## config.mk

```make
export PLATFORM = sky130hd
export DESIGN_NAME = gpio_port
export DESIGN_NICKNAME = d
export VERILOG_FILES = /design/src/rtl/gpio_pkg.sv /design/src/rtl/gpio_in_sync.sv /design/src/rtl/gpio_regs.sv /design/src/rtl/gpio_rd_mux.sv /design/src/rtl/gpio_port.sv
export SDC_FILE = /design/constraint.sdc
export NUM_CORES = 1
export LEC_CHECK = 0
export ABC_AREA = 1
export BUFFER_PORTS_ARGS = -buffer_cell sky130_fd_sc_hd__buf_2
export CORE_MARGIN = 4
export CORE_UTILIZATION = 38
export DETAILED_ROUTE_END_ITERATION = 12
export PLACE_DENSITY = 0.6
export SETUP_SLACK_MARGIN = 0.4
export SYNTH_ARGS = -nofsm -noshare
export SYNTH_HDL_FRONTEND = slang
export SYNTH_SLANG_ARGS = --single-unit
```

## constraint.sdc

```tcl
create_clock -name clk -period 2 [get_ports clk]
set_input_delay 0.4 -clock clk [delete_from_list [all_inputs] [get_ports clk]]
set_output_delay 0.4 -clock clk [all_outputs]
set_load 0.01 [all_outputs]
```

## src/rtl/gpio_pkg.sv

```systemverilog
package gpio_pkg;
  typedef enum logic [1:0] {
    REG_DATA = 2'd0,
    REG_DIR  = 2'd1,
    REG_PULL = 2'd2,
    REG_NONE = 2'd3
  } reg_sel_e;
endpackage

```

## src/rtl/gpio_in_sync.sv

```systemverilog
module gpio_in_sync #(
  parameter int W      = 8,
  parameter int STAGES = 2
) (
  input  logic         clk,
  input  logic         rst_n,
  input  logic         gate,
  input  logic [W-1:0] pin_i,
  output logic [W-1:0] sample_o
);
  logic [W-1:0] stage_q [STAGES];

  generate
    for (genvar s = 0; s < STAGES; s++) begin : g_stage
      if (s == 0) begin : g_first
        always_ff @(posedge clk or negedge rst_n) begin
          if (!rst_n) stage_q[0] <= '0;
          else        stage_q[0] <= pin_i & ~{W{gate}};
        end
      end else begin : g_next
        always_ff @(posedge clk or negedge rst_n) begin
          if (!rst_n) stage_q[s] <= '0;
          else        stage_q[s] <= stage_q[s-1];
        end
      end
    end
  endgenerate

  assign sample_o = stage_q[STAGES-1] & ~{W{gate}};
endmodule

```

## src/rtl/gpio_regs.sv

```systemverilog
module gpio_regs
  import gpio_pkg::*;
#(
  parameter int W    = 8,
  parameter int IDXW = $clog2(W)
) (
  input  logic            clk,
  input  logic            rst_n,
  input  logic            wr,
  input  reg_sel_e        addr,
  input  logic [W-1:0]    wdata,
  input  logic            set_i,
  input  logic            clr_i,
  input  logic [IDXW-1:0] idx,
  input  logic [W-1:0]    sample,
  output logic [W-1:0]    data_o,
  output logic [W-1:0]    dir_o,
  output logic [W-1:0]    pu_o,
  output logic            rmw_go
);
  logic [W-1:0] data_q, dir_q, pu_q;
  logic [W-1:0] bit_mask;

  function automatic logic [W-1:0] merge_view(input logic [W-1:0] stored,
                                              input logic [W-1:0] dir,
                                              input logic [W-1:0] pin);
    return (stored & dir) | (pin & ~dir);
  endfunction

  function automatic logic [W-1:0] one_hot(input logic [IDXW-1:0] i);
    return {{(W-1){1'b0}}, 1'b1} << i;
  endfunction

  assign bit_mask = one_hot(idx);
  assign rmw_go   = (set_i | clr_i) & ~wr;

  always_ff @(posedge clk or negedge rst_n) begin
    if (!rst_n) begin
      dir_q <= '0;
      pu_q  <= '0;
    end else if (wr) begin
      if (addr == REG_DIR)  dir_q <= wdata;
      if (addr == REG_PULL) pu_q  <= wdata;
    end
  end

  // data register intentionally has no reset
  always_ff @(posedge clk) begin
    if (wr) begin
      if (addr == REG_DATA) data_q <= wdata;
    end else if (set_i) begin
      data_q <= merge_view(data_q, dir_q, sample) | bit_mask;
    end else if (clr_i) begin
      data_q <= merge_view(data_q, dir_q, sample) & ~bit_mask;
    end
  end

  assign data_o = data_q;
  assign dir_o  = dir_q;
  assign pu_o   = pu_q;

  a_r11_dir_only_on_write: assert property (@(posedge clk) disable iff (!rst_n)
    !(wr && addr == REG_DIR) |=> $stable(dir_q));
  a_r11_pull_only_on_write: assert property (@(posedge clk) disable iff (!rst_n)
    !(wr && addr == REG_PULL) |=> $stable(pu_q));
  a_r7_set_lands: assert property (@(posedge clk) disable iff (!rst_n)
    (rmw_go && set_i) |=> data_q[$past(idx)]);
  a_r7_clr_lands: assert property (@(posedge clk) disable iff (!rst_n)
    (rmw_go && !set_i) |=> !data_q[$past(idx)]);
  a_r7_outputs_kept: assert property (@(posedge clk) disable iff (!rst_n)
    rmw_go |=> ((data_q ^ $past(data_q)) & $past(dir_q) & ~$past(bit_mask)) == '0);
  a_r7_inputs_copied: assert property (@(posedge clk) disable iff (!rst_n)
    rmw_go |=> ((data_q ^ $past(sample)) & ~$past(dir_q) & ~$past(bit_mask)) == '0);
endmodule

```

## src/rtl/gpio_rd_mux.sv

```systemverilog
module gpio_rd_mux
  import gpio_pkg::*;
#(
  parameter int W = 8
) (
  input  logic         rd,
  input  reg_sel_e     addr,
  input  logic [W-1:0] data,
  input  logic [W-1:0] dir,
  input  logic [W-1:0] pu,
  input  logic [W-1:0] sample,
  output logic [W-1:0] rdata
);
  function automatic logic [W-1:0] data_view(input logic [W-1:0] stored,
                                             input logic [W-1:0] d,
                                             input logic [W-1:0] pin);
    return (stored & d) | (pin & ~d);
  endfunction

  always_comb begin
    rdata = '0;
    if (rd) begin
      unique case (addr)
        REG_DATA: rdata = data_view(data, dir, sample);
        REG_DIR:  rdata = dir;
        REG_PULL: rdata = pu;
        default:  rdata = '0;
      endcase
    end
  end
endmodule

```

## src/rtl/gpio_port.sv

```systemverilog
module gpio_port
  import gpio_pkg::*;
#(
  parameter int W    = 8,
  parameter int IDXW = $clog2(W)
) (
  input  logic            clk,
  input  logic            rst_n,
  input  logic [1:0]      bus_addr,
  input  logic            bus_wr,
  input  logic [W-1:0]    bus_wdata,
  input  logic            bus_rd,
  output logic [W-1:0]    bus_rdata,
  input  logic            bit_set,
  input  logic            bit_clr,
  input  logic [IDXW-1:0] bit_idx,
  input  logic            lp_mode,
  input  logic            hiz_sel,
  input  logic [W-1:0]    pad_in,
  output logic [W-1:0]    pad_oe,
  output logic [W-1:0]    pad_out,
  output logic [W-1:0]    pad_pu
);
  logic         lp_override;
  logic [W-1:0] sample;
  logic [W-1:0] data_q, dir_q, pu_q;
  logic         rmw_go;
  reg_sel_e     addr_e;

  assign lp_override = lp_mode & hiz_sel;
  assign addr_e      = reg_sel_e'(bus_addr);

  gpio_in_sync #(.W(W), .STAGES(2)) u_sync (
    .clk(clk), .rst_n(rst_n), .gate(lp_override),
    .pin_i(pad_in), .sample_o(sample)
  );

  gpio_regs #(.W(W), .IDXW(IDXW)) u_regs (
    .clk(clk), .rst_n(rst_n), .wr(bus_wr), .addr(addr_e), .wdata(bus_wdata),
    .set_i(bit_set), .clr_i(bit_clr), .idx(bit_idx), .sample(sample),
    .data_o(data_q), .dir_o(dir_q), .pu_o(pu_q), .rmw_go(rmw_go)
  );

  gpio_rd_mux #(.W(W)) u_rd (
    .rd(bus_rd), .addr(addr_e), .data(data_q), .dir(dir_q), .pu(pu_q),
    .sample(sample), .rdata(bus_rdata)
  );

  assign pad_oe  = dir_q & ~{W{lp_override}};
  assign pad_out = data_q & pad_oe;
  assign pad_pu  = pu_q & ~pad_oe;

  a_r9_lp_inputs_read_zero: assert property (@(posedge clk) disable iff (!rst_n)
    (lp_override && bus_rd && addr_e == REG_DATA) |-> (bus_rdata & ~dir_q) == '0);
  a_r9_lp_merge_zero: assert property (@(posedge clk) disable iff (!rst_n)
    (lp_override && rmw_go) |=> (data_q & ~$past(dir_q) & ~({{(W-1){1'b0}}, 1'b1} << $past(bit_idx))) == '0);
  a_r10_idle_bus_quiet: assert property (@(posedge clk) disable iff (!rst_n)
    !bus_rd |-> bus_rdata == '0);
  a_r8_lp_pull_kept: assert property (@(posedge clk) disable iff (!rst_n)
    lp_override |-> pad_pu == pu_q);
endmodule

```

== After elaboration in Yosys (flattened, before gate mapping) ==
Index checks and enable logic that the tools add are counted.

* Input bits: 29
* Register bits after elaboration: 40
* Output and inout port bits: 32
* Logic and storage cells: 35

* Mux-type cells: 6
* Reductions and logical operators: 5
* Shift-type cells: 1
* Bitwise gates (word level): 15
* Eq/ne operators: 3

{| class="wikitable"
|+ Operators with widths
! kind !! count
|-
| 8-bit AND || 8
|-
| 8-bit two-way mux || 5
|-
| 8-bit NOT || 4
|-
| 8-bit one-hot mux with 3 select lines || 1
|-
| 8-bit bitwise OR || 2
|-
| 1-bit by 3-bit << shifter with 8-bit output (first input constant) || 1
|-
| 2-bit AND reduction || 3
|-
| 3-bit nonzero test || 1
|-
| 2-bit by 1-bit equality test with 1-bit output (second input constant) || 1
|-
| 2-bit equality test (second input constant) || 1
|-
| 2-bit logical NOT || 1
|-
| 2-bit by 1-bit != test with 1-bit output (second input constant) || 1
|-
| 1-bit AND || 1
|}

== Longest topological paths before layout ==
* Depth in word-level cells: 9
* Gate-level depth with buffers: 6
* Depth with buffers taken out: 6

== Hierarchy ==
Synthesis repeated with hierarchy kept, for this count alone.

* Cells, all modules: 357
* Area total of the unflattened synthesis: 2,528.7 um^2

{| class="wikitable"
|+ Modules (own cells, without submodules)
! module !! sequential area each (um^2) !! area an instance (um^2) !! cells each !! times used
|-
| gpio_regs || 640.6 || 1,357.6 || 169 || 1
|-
| gpio_in_sync || 400.4 || 554.3 || 50 || 1
|-
| gpio_rd_mux || 0.0 || 397.9 || 87 || 1
|-
| gpio_port || 0.0 || 219.0 || 51 || 1
|}

== Worst setup path after synthesis ==
No wires, ideal clock.

* Path kind: input -> register
* From: input port bus_wr
* To: register u_regs.data_q[0], in the netlist u_regs.data_o[0] (enable)
* Stages on the path: 4
* Arrival: 1.186 ns
* Buffers on the path: 2
* Slack: 0.443 ns
* Data required time: 1.630 ns
* Path through: buf_2 buf_4 nor3_1 nor2_1

* Word-level cells in the longest chain between the ends: 2
* Elaborated cells on any way between the ends: 3
* Classes of those cells: 1 x eq/ne; 2 x reduce/logical

{| class="wikitable"
|+ Ends and longest elaborated chain
! item !! line !! text
|-
| start: declaration || gpio_port.sv:10 || <nowiki>input logic bus_wr,</nowiki>
|-
| 2-bit by 1-bit != test with 1-bit output (no line) / 3-bit nonzero test (equally long branches) || n/a ||
|-
| 2-bit AND reduction (no line) * || n/a ||
|-
| end signal: assignment || gpio_regs.sv:50 || <nowiki>if (addr == REG_DATA) data_q <= wdata;</nowiki>
|-
| end signal: assignment || gpio_regs.sv:52 || <nowiki>data_q <= merge_view(data_q, dir_q, sample) | bit_mask;</nowiki>
|-
| end signal: assignment || gpio_regs.sv:54 || <nowiki>data_q <= merge_view(data_q, dir_q, sample) & ~bit_mask;</nowiki>
|-
| end: declaration || gpio_regs.sv:21 || <nowiki>logic [W-1:0] data_q, dir_q, pu_q;</nowiki>
|}

Every way passes the cells marked *; elsewhere a longest branch is shown, timed or not.
A chain may end at the register's enable or synchronous reset.

== Final worst setup path ==
* From: register u_regs.dir_q[3], in the netlist u_regs.dir_o[3]
* To: output port bus_rdata[3]

* Word-level cells in the longest chain between the ends: 5
* Elaborated cells on any way between the ends: 6
* Classes of those cells: 2 x mux; 4 x bitwise

{| class="wikitable"
|+ Ends and longest elaborated chain
! item !! line !! text
|-
| start: declaration || gpio_regs.sv:21 ||
|-
| start signal: assignment || gpio_regs.sv:42 || <nowiki>if (addr == REG_DIR) dir_q <= wdata;</nowiki>
|-
| 8-bit NOT || gpio_rd_mux.sv:17 || <nowiki>return (stored & d) | (pin & ~d);</nowiki>
|-
| 8-bit AND || gpio_rd_mux.sv:17 ||
|-
| 8-bit bitwise OR || gpio_rd_mux.sv:17 ||
|-
| 8-bit one-hot mux with 3 select lines * || gpio_rd_mux.sv:23 || <nowiki>unique case (addr)</nowiki>
|-
| 8-bit two-way mux * || gpio_rd_mux.sv:22 || <nowiki>if (rd) begin</nowiki>
|-
| end: declaration || gpio_port.sv:13 || <nowiki>output logic [W-1:0] bus_rdata,</nowiki>
|}

Marked as above.

==> results.json <==
{
  "grt_pass1_wl_mm": 9.556,
  "cts_tree": "built",
  "power_density_mw_per_mm2": 811.1,
  "synth_fp_nets": 316,
  "clk_pin_slew_worst_paths_ns": 0.08,
  "crit_path_start_kind": "register",
  "preCtsSetupSlack_ns": 0.3243,
  "setup-tns-final_ns": 0,
  "synth.distinct_cells": 18,
  "antenna_left": 0,
  "outcome": "complete, no violations",
  "synth_warnings": 0,
  "die_width_um": 84.13,
  "relSlewSlack": 0.5186,
  "crit_top_cell": "nand2_2",
  "final_common_cell": "nand2_1",
  "ir_drop_mv": 0.4674,
  "layout_common_cells": "nand2_1, buf_2, nor2_1",
  "dieArea_mm2": 0.007077,
  "fill_cells": 574,
  "htree_levels": 2,
  "wl_met2_mm": 2.741,
  "drt-met1-wl_mm": 2.537,
  "clock_latency_ns": 0.29,
  "wl_met3_um": 289,
  "vias": 1990,
  "critPathSlowestCell": "dfrtp_1",
  "clockBufferDepth": 2,
  "drtPass1Iterations": 4,
  "antenna_cells": 0,
  "rsz0062_at_grt": "yes",
  "start_util": 0.3951,
  "skew_ns": 0.002898,
  "grt_overflow_total": 0,
  "area_growth_pct": 26.99,
  "cts_hold_buf": 0,
  "finalCritPeriodShare": 0.8652,
  "path_max_fanout": 4,
  "wl_per_cell_um": 13.11,
  "wl_mm": 5.639,
  "syn_area_mm2": 0.002202,
  "setup_viol": 0,
  "endpoint_kind": "output port",
  "drive_gt1_frac": 0.3659,
  "antenna_found_initial": 0,
  "drt_iter0_drc": 102,
  "final.setup.worst_slack_ns": 0.2696,
  "cp.required_ns": 1.60,
  "clockRootBuffer": "clkbuf_8",
  "critical_path.max_stage_delay_ns": 0.44,
  "worst_slew_pin_slew_ns": 0.7221,
  "avgSynthCellArea_um2": 7.673,
  "maxCapViolations": 0,
  "io_pins": 61,
  "finalWeightedCongestion": 0.8349,
  "cts_buffers": 5,
  "p_leak_uw": 0.001520,
  "setup.worst_path.class": "reg2out",
  "layout_min_cycle_time_ns": 1.730,
  "hold_viol": 0,
  "ys_seq_elements": 40,
  "hp-class": "in2async",
  "drc": 0,
  "grtUsageTotal": 0.1688,
  "highest_layer": "met4",
  "synthCells": 287,
  "fp-row-count": 27,
  "grt_max_degree": 33,
  "maxSlewViolCount": 0,
  "grt_pass1_vias": 1900,
  "fmax_mhz": 577.9,
  "port_buffers": 60,
  "core_mm2": 0.005574,
  "nets": 386,
  "die_h_um": 84.13,
  "cp_data_arrival_time_ns": 1.33,
  "ys_seq_area_frac": 0.4727,
  "cts_sinks": 40,
  "path_cells": "inv_2, nand3_2, nand2_2, nand2_2, a21oi_2, buf_2",
  "fin_util": 0.5017,
  "place_hpwl_mm": 4.331,
  "viasPerCell": 4.628
}
==> cell families after synthesis <==
group | share of synthesized area
flops | 0.4727
buf+inv | 0.1176
compound gates | 0.08409
simple gates | 0.3256
==> cell usage after synthesis (all sizes together) <==
master / instances / share of area
nor2: 48 / 0.090
dfrtp: 32 / 0.36
edfxtp: 8 / 0.11
a21oi: 8 / 0.018
nor3: 1 / 0.0023
o21ai: 17 / 0.066
nand3: 44 / 0.11
buf: 9 / 0.034
inv: 49 / 0.084
nand2: 71 / 0.12
==> worst paths after layout <==
path                                                    from                      endpoint  slack [ns]  cells after the start
worst max-delay path             u_regs.dir_o[3]$_DFFE_PN0P_                  bus_rdata[3]        0.27                      6
worst min-delay path                                   rst_n  u_sync.stage_q[15]$_DFF_PN0_        0.16                      1
worst max register to register   u_regs.dir_o[7]$_DFFE_PN0P_    u_regs.data_o[7]$_DFFE_PP_        0.97                      5
worst min register to register  u_sync.stage_q[10]$_DFF_PN0_   u_sync.stage_q[2]$_DFF_PN0_        0.35                      0
max in group asynchronous                              rst_n   u_regs.dir_o[0]$_DFFE_PN0P_        1.34                      1
min in group clk                                   pad_in[5]  u_sync.stage_q[13]$_DFF_PN0_        0.30                      3
==> state kept, by name (all words and copies together) (netlist names) <==
name            count
u_regs.pu_o         8
u_regs.data_o       8
u_sync.stage_q     16
u_regs.dir_o        8
==> cell type report <==
class,instances,area [um2],share of cell area
Clock buffer,6,82.58,0.02953
Timing Repair Buffer,72,401.6,0.1436
Clock inverter,2,33.78,0.01208
Inverter,49,186.4,0.06667
Tap cell,72,90.09,0.03221
Multi-Input combinational cell,189,958.4,0.3427
Sequential cell,40,1044,0.3732
==> power breakdown <==
part           leakage [uW]  switching (uW)  internal (uW)
Clock             0.0000588             283            402
Sequential         0.000475            73.2            928
Combinational      0.000986             338            243
Total               0.00152             695           1570
==> worst max-delay path: cells and delay by family, from the launching register on <==
kind / cells / cell delay (ns)
buf+inv: 2 / 0.23
simple gates: 3 / 0.22
flops: 1 / 0.44
compound gates: 1 / 0.14
==> metal layers <==
metal / vias up / track usage
li1: 1028 / -
met1: 909 / 0.2299
met2: 47 / 0.2719
met3: 6 / 0.03751
met4: 0 / 0.04386
met5: - / 0
==> repair_timing <==
action | in CTS | in global routing
buffers inserted | 7 | 2
cloned | 0 | 0
gates resized for setup | 12 | 18
endpoints found under the setup margin | 19 | 14
pin swaps | 1 | 5
==> per-stage QoR <==
stage | instances | hold WS [ns] | cell area [um2] | total power (uW)
after global routing | 430 | 0.2223 | 2796 | 2413
after floorplan | 287 | 0.1044 | 2202 | 1327
final | 430 | 0.1638 | 2796 | 2268
after CTS | 428 | 0.1893 | 2735 | 2253
after global placement | 413 | 0.3315 | 2540 | 1517
after detailed placement | 413 | 0.3371 | 2540 | 1523
(Power assumes the default switching activity.)
